## src/rtl/gpwt_pkg.sv

```systemverilog
package gpwt_pkg;

    parameter int DATA_W = 8;
    localparam int CNT_W  = 2 * DATA_W;
    localparam int ADDR_W = 3;

    localparam logic [CNT_W-1:0] CNT_RESET = '1;

    typedef enum logic [ADDR_W-1:0] {
        REG_CTL13     = 3'd0,
        REG_CTL2_STAT = 3'd1,
        REG_CNT_HI    = 3'd2,
        REG_CNT_LO    = 3'd3
    } reg_off_e;

    localparam int CTL1_IE_BIT   = 6;
    localparam int CTL2_SEL_BIT  = 0;
    localparam int STAT_FLAG_BIT = 0;
    localparam int STAT_IRQ_BIT  = DATA_W - 1;

    typedef struct packed {
        logic              cs;
        logic              we;
        logic [ADDR_W-1:0] addr;
        logic [DATA_W-1:0] wdata;
    } bus_req_t;

    typedef struct packed {
        logic             load;
        logic [CNT_W-1:0] value;
    } cnt_load_t;

    function automatic logic [DATA_W-1:0] make_status(input logic flag, input logic req);
        logic [DATA_W-1:0] s;
        s = '0;
        s[STAT_FLAG_BIT] = flag;
        s[STAT_IRQ_BIT]  = req;
        return s;
    endfunction

endpackage

```

## src/rtl/gpwt_sync.sv

```systemverilog
module gpwt_sync #(
    parameter int   STAGES  = 2,
    parameter logic RST_VAL = 1'b0
) (
    input  logic clk,
    input  logic rst,
    input  logic din,
    output logic level
);
    logic [STAGES-1:0] chain;

    for (genvar g = 0; g < STAGES; g++) begin : g_stage
        if (g == 0) begin : g_first
            always_ff @(posedge clk) begin
                if (rst) chain[g] <= RST_VAL;
                else     chain[g] <= din;
            end
        end else begin : g_next
            always_ff @(posedge clk) begin
                if (rst) chain[g] <= RST_VAL;
                else     chain[g] <= chain[g-1];
            end
        end
    end

    assign level = chain[STAGES-1];
endmodule

```

## src/rtl/gpwt_counter.sv

```systemverilog
module gpwt_counter
    import gpwt_pkg::*;
(
    input  logic             clk,
    input  logic             rst,
    input  cnt_load_t        ld,
    input  logic             dec,
    output logic [CNT_W-1:0] count
);
    always_ff @(posedge clk) begin
        if (rst)          count <= CNT_RESET;
        else if (ld.load) count <= ld.value;
        else if (dec)     count <= count - 1'b1;
    end

    AST_LOAD_TAKES_PAIR: assert property (@(posedge clk) disable iff (rst)
        ld.load |=> count == $past(ld.value));

    AST_HOLD_IDLE: assert property (@(posedge clk) disable iff (rst)
        (!ld.load && !dec) |=> $stable(count));

    AST_STEP_ONE: assert property (@(posedge clk) disable iff (rst)
        (dec && !ld.load) |=> count == CNT_W'($past(count) - 1'b1));
endmodule

```

## src/rtl/gpwt_regs.sv

```systemverilog
module gpwt_regs
    import gpwt_pkg::*;
(
    input  logic              clk,
    input  logic              rst,
    input  bus_req_t          req,
    input  logic [CNT_W-1:0]  count,
    input  logic              gate_rise,
    output cnt_load_t         ld,
    output logic [DATA_W-1:0] rdata,
    output logic              irq
);
    logic [DATA_W-1:0] ctl1, ctl3, hi_latch, lo_snap;
    logic              sel_c1, flag, armed;
    logic              rd_stat, rd_hi, wr_c13, wr_c2, wr_hi, wr_lo;

    always_comb begin
        rd_stat = req.cs && !req.we && req.addr == REG_CTL2_STAT;
        rd_hi   = req.cs && !req.we && req.addr == REG_CNT_HI;
        wr_c13  = req.cs &&  req.we && req.addr == REG_CTL13;
        wr_c2   = req.cs &&  req.we && req.addr == REG_CTL2_STAT;
        wr_hi   = req.cs &&  req.we && req.addr == REG_CNT_HI;
        wr_lo   = req.cs &&  req.we && req.addr == REG_CNT_LO;
    end

    assign ld.load  = wr_lo;
    assign ld.value = {hi_latch, req.wdata};
    assign irq      = flag && ctl1[CTL1_IE_BIT];

    always_ff @(posedge clk) begin
        if (rst) begin
            ctl1     <= '0;
            ctl3     <= '0;
            sel_c1   <= 1'b0;
            hi_latch <= '1;
            lo_snap  <= '1;
            flag     <= 1'b0;
            armed    <= 1'b0;
        end else begin
            if (wr_c13 &&  sel_c1) ctl1 <= req.wdata;
            if (wr_c13 && !sel_c1) ctl3 <= req.wdata;
            if (wr_c2)             sel_c1 <= req.wdata[CTL2_SEL_BIT];
            if (wr_hi)             hi_latch <= req.wdata;
            if (rd_hi)             lo_snap <= count[DATA_W-1:0];

            if (gate_rise)               flag <= 1'b1;
            else if (rd_hi && armed)     flag <= 1'b0;

            if (rd_stat && flag)         armed <= 1'b1;
            else if (rd_hi)              armed <= 1'b0;
        end
    end

    always_comb begin
        case (req.addr)
            REG_CTL13:     rdata = sel_c1 ? ctl1 : ctl3;
            REG_CTL2_STAT: rdata = make_status(flag, irq);
            REG_CNT_HI:    rdata = count[CNT_W-1:DATA_W];
            REG_CNT_LO:    rdata = lo_snap;
            default:       rdata = '0;
        endcase
    end

    AST_GATE_SETS_FLAG: assert property (@(posedge clk) disable iff (rst)
        gate_rise |=> flag);

    AST_CLEAR_NEEDS_ARM: assert property (@(posedge clk) disable iff (rst)
        $fell(flag) |-> ($past(rd_hi) && $past(armed)));

    AST_REQ_NEEDS_FLAG: assert property (@(posedge clk) disable iff (rst)
        irq |-> flag);

    AST_SHARED_CTL_ROUTE: assert property (@(posedge clk) disable iff (rst)
        (wr_c13 && !sel_c1) |=> $stable(ctl1));

    AST_COLLIDE_KEEPS: assert property (@(posedge clk) disable iff (rst)
        (gate_rise && rd_hi && armed) |=> flag);
endmodule

```

## src/rtl/gpwt_top.sv

```systemverilog
module gpwt_top
    import gpwt_pkg::*;
#(
    parameter int SYNC_STAGES = 2
) (
    input  logic              clk,
    input  logic              rst,
    input  logic              bus_cs,
    input  logic              bus_we,
    input  logic [ADDR_W-1:0] bus_addr,
    input  logic [DATA_W-1:0] bus_wdata,
    output logic [DATA_W-1:0] bus_rdata,
    input  logic              cnt_clk_in,
    input  logic              gate_n_in,
    output logic              irq
);
    logic             clk_lvl, clk_prev, gate_lvl, gate_prev;
    logic             clk_rise, gate_rise, dec;
    logic [CNT_W-1:0] count;
    cnt_load_t        ld;
    bus_req_t         req;

    assign req = '{cs: bus_cs, we: bus_we, addr: bus_addr, wdata: bus_wdata};

    gpwt_sync #(.STAGES(SYNC_STAGES), .RST_VAL(1'b0)) u_clk_sync (
        .clk(clk), .rst(rst), .din(cnt_clk_in), .level(clk_lvl));

    gpwt_sync #(.STAGES(SYNC_STAGES), .RST_VAL(1'b1)) u_gate_sync (
        .clk(clk), .rst(rst), .din(gate_n_in), .level(gate_lvl));

    always_ff @(posedge clk) begin
        if (rst) begin
            clk_prev  <= 1'b0;
            gate_prev <= 1'b1;
        end else begin
            clk_prev  <= clk_lvl;
            gate_prev <= gate_lvl;
        end
    end

    assign clk_rise  = clk_lvl && !clk_prev;
    assign gate_rise = gate_lvl && !gate_prev;
    assign dec       = clk_rise && !gate_lvl;

    gpwt_counter u_counter (
        .clk(clk), .rst(rst), .ld(ld), .dec(dec), .count(count));

    gpwt_regs u_regs (
        .clk(clk), .rst(rst), .req(req), .count(count), .gate_rise(gate_rise),
        .ld(ld), .rdata(bus_rdata), .irq(irq));
endmodule

```

## config.mk

```make
export PLATFORM = sky130hd
export DESIGN_NAME = gpwt_top
export DESIGN_NICKNAME = d
export VERILOG_FILES = /design/src/rtl/gpwt_pkg.sv /design/src/rtl/gpwt_sync.sv /design/src/rtl/gpwt_counter.sv /design/src/rtl/gpwt_regs.sv /design/src/rtl/gpwt_top.sv
export SDC_FILE = /design/constraint.sdc
export NUM_CORES = 1
export LEC_CHECK = 0
export BUFFER_PORTS_ARGS = -buffer_cell sky130_fd_sc_hd__buf_2
export CAP_MARGIN = 20
export CORE_UTILIZATION = 53
export CTS_CLUSTER_DIAMETER = 120
export CTS_CLUSTER_SIZE = 10
export DETAILED_ROUTE_END_ITERATION = 10
export HOLD_SLACK_MARGIN = 0.03
export PLACE_DENSITY = 0.72
export SYNTH_ARGS = -nofsm -noshare
export SYNTH_HDL_FRONTEND = slang
export SYNTH_SLANG_ARGS = --single-unit
```

## constraint.sdc

```tcl
create_clock -name clk -period 1.6 [get_ports clk]
set_clock_uncertainty 0.05 [all_clocks]
set_input_delay 0.16 -clock clk [delete_from_list [all_inputs] [get_ports clk]]
set_output_delay 0.16 -clock clk [all_outputs]
set_load 0.05 [all_outputs]
```

# Yosys cells after proc, flatten, opt, wreduce, memory -nomap -nowiden
# Cells that the tools add are included.
# word_totals
register_bits	57
out_inout_bits	9
# classes
addsub	1
n_eq_ne	3
mux	8
reduce_logical	25
# ops
cell	count
$mux 16	2
$pmux 8 s4	1
$logic_and 1x1->1	16
$sub 16x1->16 const B	1
$mux 8	1
$eq 3x2->1 const B	2
$reduce_bool 2->1	3
$logic_not 1->1	5
$mux 1	4
$eq 3x1->1 const B	1
$logic_not 3->1	1

# Depth between registers and ports, before layout
# logic_depth
word_depth	6
depth_mapped	6
ltp_nobuf	6

# By module
# From an unflattened synthesis, not the netlist that was laid out.
# hier_totals
hier_cells	318
hier_area_um2	2936.6
# by_module_without_submodules
module	n_inst	cells_each	area_each_um2	seq_area_each_um2
gpwt_regs	1	198	1866.8	700.7
gpwt_counter	1	106	898.4	320.3
gpwt_sync	2	4	52.6	40.0
gpwt_top	1	6	66.3	40.0

# Worst setup path before layout
# OpenSTA, ideal clock, no wires.
# synth_timing
kind	register to output
from	register u_regs.flag
to	output bus_rdata[7]
arrival_time_ps	2152
required_ps	1390
path_slack_ps	-762
stages_incl_launch_ff	4
path_buffers	0
cell_sequence	dfxtp_1 > and2_1 > a211oi_1 > a211oi_1
# synth_via
elab_chain_cells	2
# synth_lines
element	line_no	rtl
from (decl)	gpwt_regs.sv:14	logic sel_c1, flag, armed;
from (signal assigned)	gpwt_regs.sv:37	flag <= 1'b0;
from (signal assigned)	gpwt_regs.sv:46	if (gate_rise) flag <= 1'b1;
from (signal assigned)	gpwt_regs.sv:47	else if (rd_hi && armed) flag <= 1'b0;
$logic_and 1x1->1	gpwt_regs.sv:28	assign irq = flag && ctl1[CTL1_IE_BIT];
via irq	gpwt_top.sv:15	output logic irq
$pmux 8 s4	gpwt_regs.sv:55	case (req.addr)
to (decl)	gpwt_top.sv:12	output logic [DATA_W-1:0] bus_rdata,
# The timed path passes the listed nets, and every way through them passes these cells.

# Worst setup path in the final report
# layout_timing
from	register u_regs.sel_c1
to	output bus_rdata[0]
# layout_via
elab_chain_cells	2
# layout_lines
element	line_no	rtl
from (decl)	gpwt_regs.sv:14	
from (signal assigned)	gpwt_regs.sv:42	if (wr_c2) sel_c1 <= req.wdata[CTL2_SEL_BIT];
$mux 8	gpwt_regs.sv:56	REG_CTL13: rdata = sel_c1 ? ctl1 : ctl3;
$pmux 8 s4	gpwt_regs.sv:55	
# Every way passes these cells.

==> metrics.md <==
| Metric | Value |
|---|---|
| Diode count | 0 |
| Slowest-stage cell, CP | dfxtp_4 |
| Finish-stage setup viols | 8 |
| Sequential share of power | 0.464 |
| Critical Path End Type | output pin |
| Reg2reg start | u_counter.count[1] |
| Leak | 1.64 nW |
| Synth cell types | 50 |
| All-layer global routing usage | 0.309 |
| Fin nets | 403 |
| Area leader, netlist | dfxtp_1 |
| Status | complete, but fails checks |
| Fin crit share | 1.13 |
| CP Launch Point | u_regs.sel_c1 |
| Fill cells | 375 |
| WL per Instance | 17.8 µm |
| Async SR Flop Fraction | 0 |
| IO Count | 26 |
| CTS Buf Count | 9 |
| FP Rows | 26 |
| Crit-path cells | mux2i_2 > nor2_1 > a211oi_2 > buf_4 > a211oi_4 > buf_6 |
| Synth Area per Inst | 8.61 µm² |
| Fin. Hold Viols | 0 |
| Combinational share of power | 0.110 |
| Worst Slack Setup Final | -0.203 ns |
| Peak VDD IR | 0.790 mV |
| Max clock buf depth | 2 |
| Vias per cell | 5.83 |
| Setup TNS | -1.15 ns |
| Reg-to-reg setup timing slack | 0.03 ns |
| Number of global-route vias before repair | 2544 |
| First-pass GRT wire length | between 10000 and 15000 µm |
| Kind of cell adding the most delay to the critical path | flip-flops |
| Ys flop type | dfxtp_1 |
| Max stage delay on crit path | 0.39 ns |
| CTS H-Tree Depth | 3 |
| CTS tree | done |
| P_sw | 0.849 mW |
| Cell count after synthesis | 326 |
| Worst skew pair latency | 0.34 ns |
| DR vias | between 2000 and 3000 |
| Worst-path clk slew | 0.07 ns |
| Core footprint | around 5100 µm² |
| Top cell type's share of synthesized area | 0.406 |
| Tot Pwr | 3.14 mW |
| Root Driver | clkbuf_8 |
| Post-Syn Area | 2810 µm² |
| Initial Util | 0.550 |
| Internal power | 2.29 mW |
| DRT iter0 DRCs | 223 |
| Initial antenna violation count | 0 |
| Gp weighted congestion | approximately 0.85 |
| Post-synthesis sequential area ratio | 0.406 |
| Relative slew slack | 0.668 |
| Clock power frac | 0.425 |
| WS Path Type | reg2out |
| PortBufs | 25 |
| Slew Limit Fails | 0 |
| CP Max Fanout | 4 |
| Hold/Removal Path Class | in2reg |
| Fmax | 555 MHz |
| Dpl hpwl | 5480 µm |
| Flops & latches, synth | between 50 and 60 |
| Die ar. | 5590 µm² |
| Chip width | 74.8 µm |
| Detailed Routing Iterations Pass 1 | 4 |
| Min Hold Slack | ~0.064 ns |
| WL final | 8190 µm |
| CP Buf/Inv Count | 2 |
| Layout Utilization | 0.742 |
| Sw Share | 0.270 |
| CTS Sinks | 57 |
| CP required | around 1.4 ns |
| Area growth from synthesis to layout | 34.9% |
| Unrepaired setup endpoints after global routing | true |
| DRC Markers | 0 |
| GR Overflow Total | 0 |
| Data arrival, critical path | 1.59 ns |
| Period minus WS final | 1.80 ns |
| Measured slew at the worst slew-check pin | slightly below 0.5 ns |
| Min-delay src | bus_wdata[2] |
| Die Y | ~75 µm |
| Critical path launch point type | flip-flop |
| Number of synthesized flops with an enable pin | 0 |
| Share of cells above drive strength 1 | 0.377 |
| Setup WS pre-CTS | -0.158 ns |
| Post-synthesis net count | around 340 |
| Violated checks | setup timing |
| YS warnings | 0 |
| Power Dens Cells | 829 nW/µm² |
| DRT antenna net count | 0 |
| Maxcap violations | 0 |
| Top cells by area, synth | dfxtp_1, mux2i_1, nor2_1 |
| Largest net degree at the start of global routing | 24 |
-- logic make-up after synthesis --
group | Yosys count | share of synthesized area
XOR/XNOR | 5 | 0.0156
AO/OA/AOI/OAI | 38 | 0.0931
adder cells (fa/ha/maj) | 1 | 0.00446
AND/OR/NAND/NOR | 167 | 0.322
flip-flops | 57 | 0.406
buffers and inverters | 26 | 0.0414
multiplexers | 32 | 0.117
-- tightest hold or removal path: stages --
cell	delay (ns)
buf_2	0.12
mux2i_1	0.07
nor2_1	0.07
-- final timing paths --
check	cells past startpoint	end
setup / recovery	6	bus_rdata[0]
setup reg to reg	7	u_counter.count[8]
hold / removal	3	u_regs.ctl1[2]
hold reg to reg	1	u_gate_sync.level
-- flip-flops by register name, summed over array words and instances (netlist names) --
register	count
u_regs.armed	1
u_regs.lo_snap	8
u_regs.ctl1	8
u_gate_sync.level	1
u_regs.flag	1
u_regs.ctl3	8
u_regs.sel_c1	1
u_counter.count	16
clk_prev	1
gate_prev	1
u_clk_sync.chain	1
u_regs.hi_latch	8
u_clk_sync.level	1
u_gate_sync.chain	1
-- layout make-up --
type | count | area [µm²] | share of cell area
Multi-Input combinational cell | 243 | 1810 | 0.478
Sequential cell | 57 | 1150 | 0.304
Timing Repair Buffer | 70 | 529 | 0.140
Clock buffer | 9 | 124 | 0.0327
Tap cell | 70 | 87.6 | 0.0231
Clock inverter | 7 | 71.3 | 0.0188
Inverter | 4 | 15.0 | 0.00396
-- power groups by stage --
stage	clock network, mW	registers (mW)	logic, mW
after floorplan	0	1.48	0.186
after global placement	0	1.49	0.291
after detailed placement	0	1.49	0.294
after CTS	1.35	1.46	0.325
after global routing	1.42	1.46	0.368
final	1.34	1.46	0.346
-- routing by layer --
layer  share of wire  track usage  vias to the layer above
li1                -            -                     1276
met1            0.44        0.397                     1285
met2            0.49        0.512                      113
met3           0.062       0.0696                        9
met4          0.0093        0.109                        0
met5               0            0                        -
-- cells in the final DEF, fill, tap and decap left out, types with 2 or more instances in the layout --
cell type / n
dfxtp_1: 52
nor2_1: 43
buf_4: 40
nand3_1: 33
nand2_1: 25
mux2i_1: 24
buf_2: 17
nor3_1: 13
buf_6: 11
clkbuf_8: 9
o211ai_1: 7
a21oi_1: 7
mux2_4: 6
nor2_2: 6
nor3_2: 6
nor2b_1: 6
nor4_1: 5
o21ai_0: 5
nor4_4: 4
dfxtp_2: 4
a21oi_2: 3
a21oi_4: 3
o311a_1: 3
xor2_1: 3
or2_2: 3
clkinvlp_4: 3
inv_2: 2
mux2i_2: 2
a211oi_2: 2
a211oi_4: 2
nand3_2: 2
nor4_2: 2
o211a_1: 2
and4_1: 2
xnor2_1: 2
clkinv_2: 2
dlygate4sd3_1: 2
-- cell usage after synthesis (2+ instances only) --
library cell and instances:
o311a_1 3, nor4_1 9, nor2b_1 6, nand2_1 25
nor3_2 3, nand3_2 2, or2_2 4, buf_2 6
nor3_1 17, mux2i_1 26, a21oi_1 13, xnor2_1 2
nor2_1 49, clkbuf_1 13, inv_1 3, and4_1 2
dfxtp_1 57, o21ai_0 5, mux2_2 6, nand3_1 33
o211a_1 2, xor2_1 3, a211oi_1 4, o211ai_1 7
-- timing repair --
| action | 4_1_cts | 5_1_grt |
|---|---|---|
| endpoints found under the hold margin | 2 | 0 |
| pin swaps | 10 | 11 |
| hold buffers | 2 | 0 |
| setup endpoints to repair | 18 | 24 |
| resized for setup | 39 | 25 |
| setup buffers | 2 | 1 |
-- metrics by stage --
step	instance area (µm²)	std cells
3_3_place_gp	3270	439
3_5_place_dp	3270	439
6_report	3790	460
5_1_grt	3790	460
4_1_cts	3650	459
2_1_floorplan	2860	326
(Power assumes the default switching activity.)
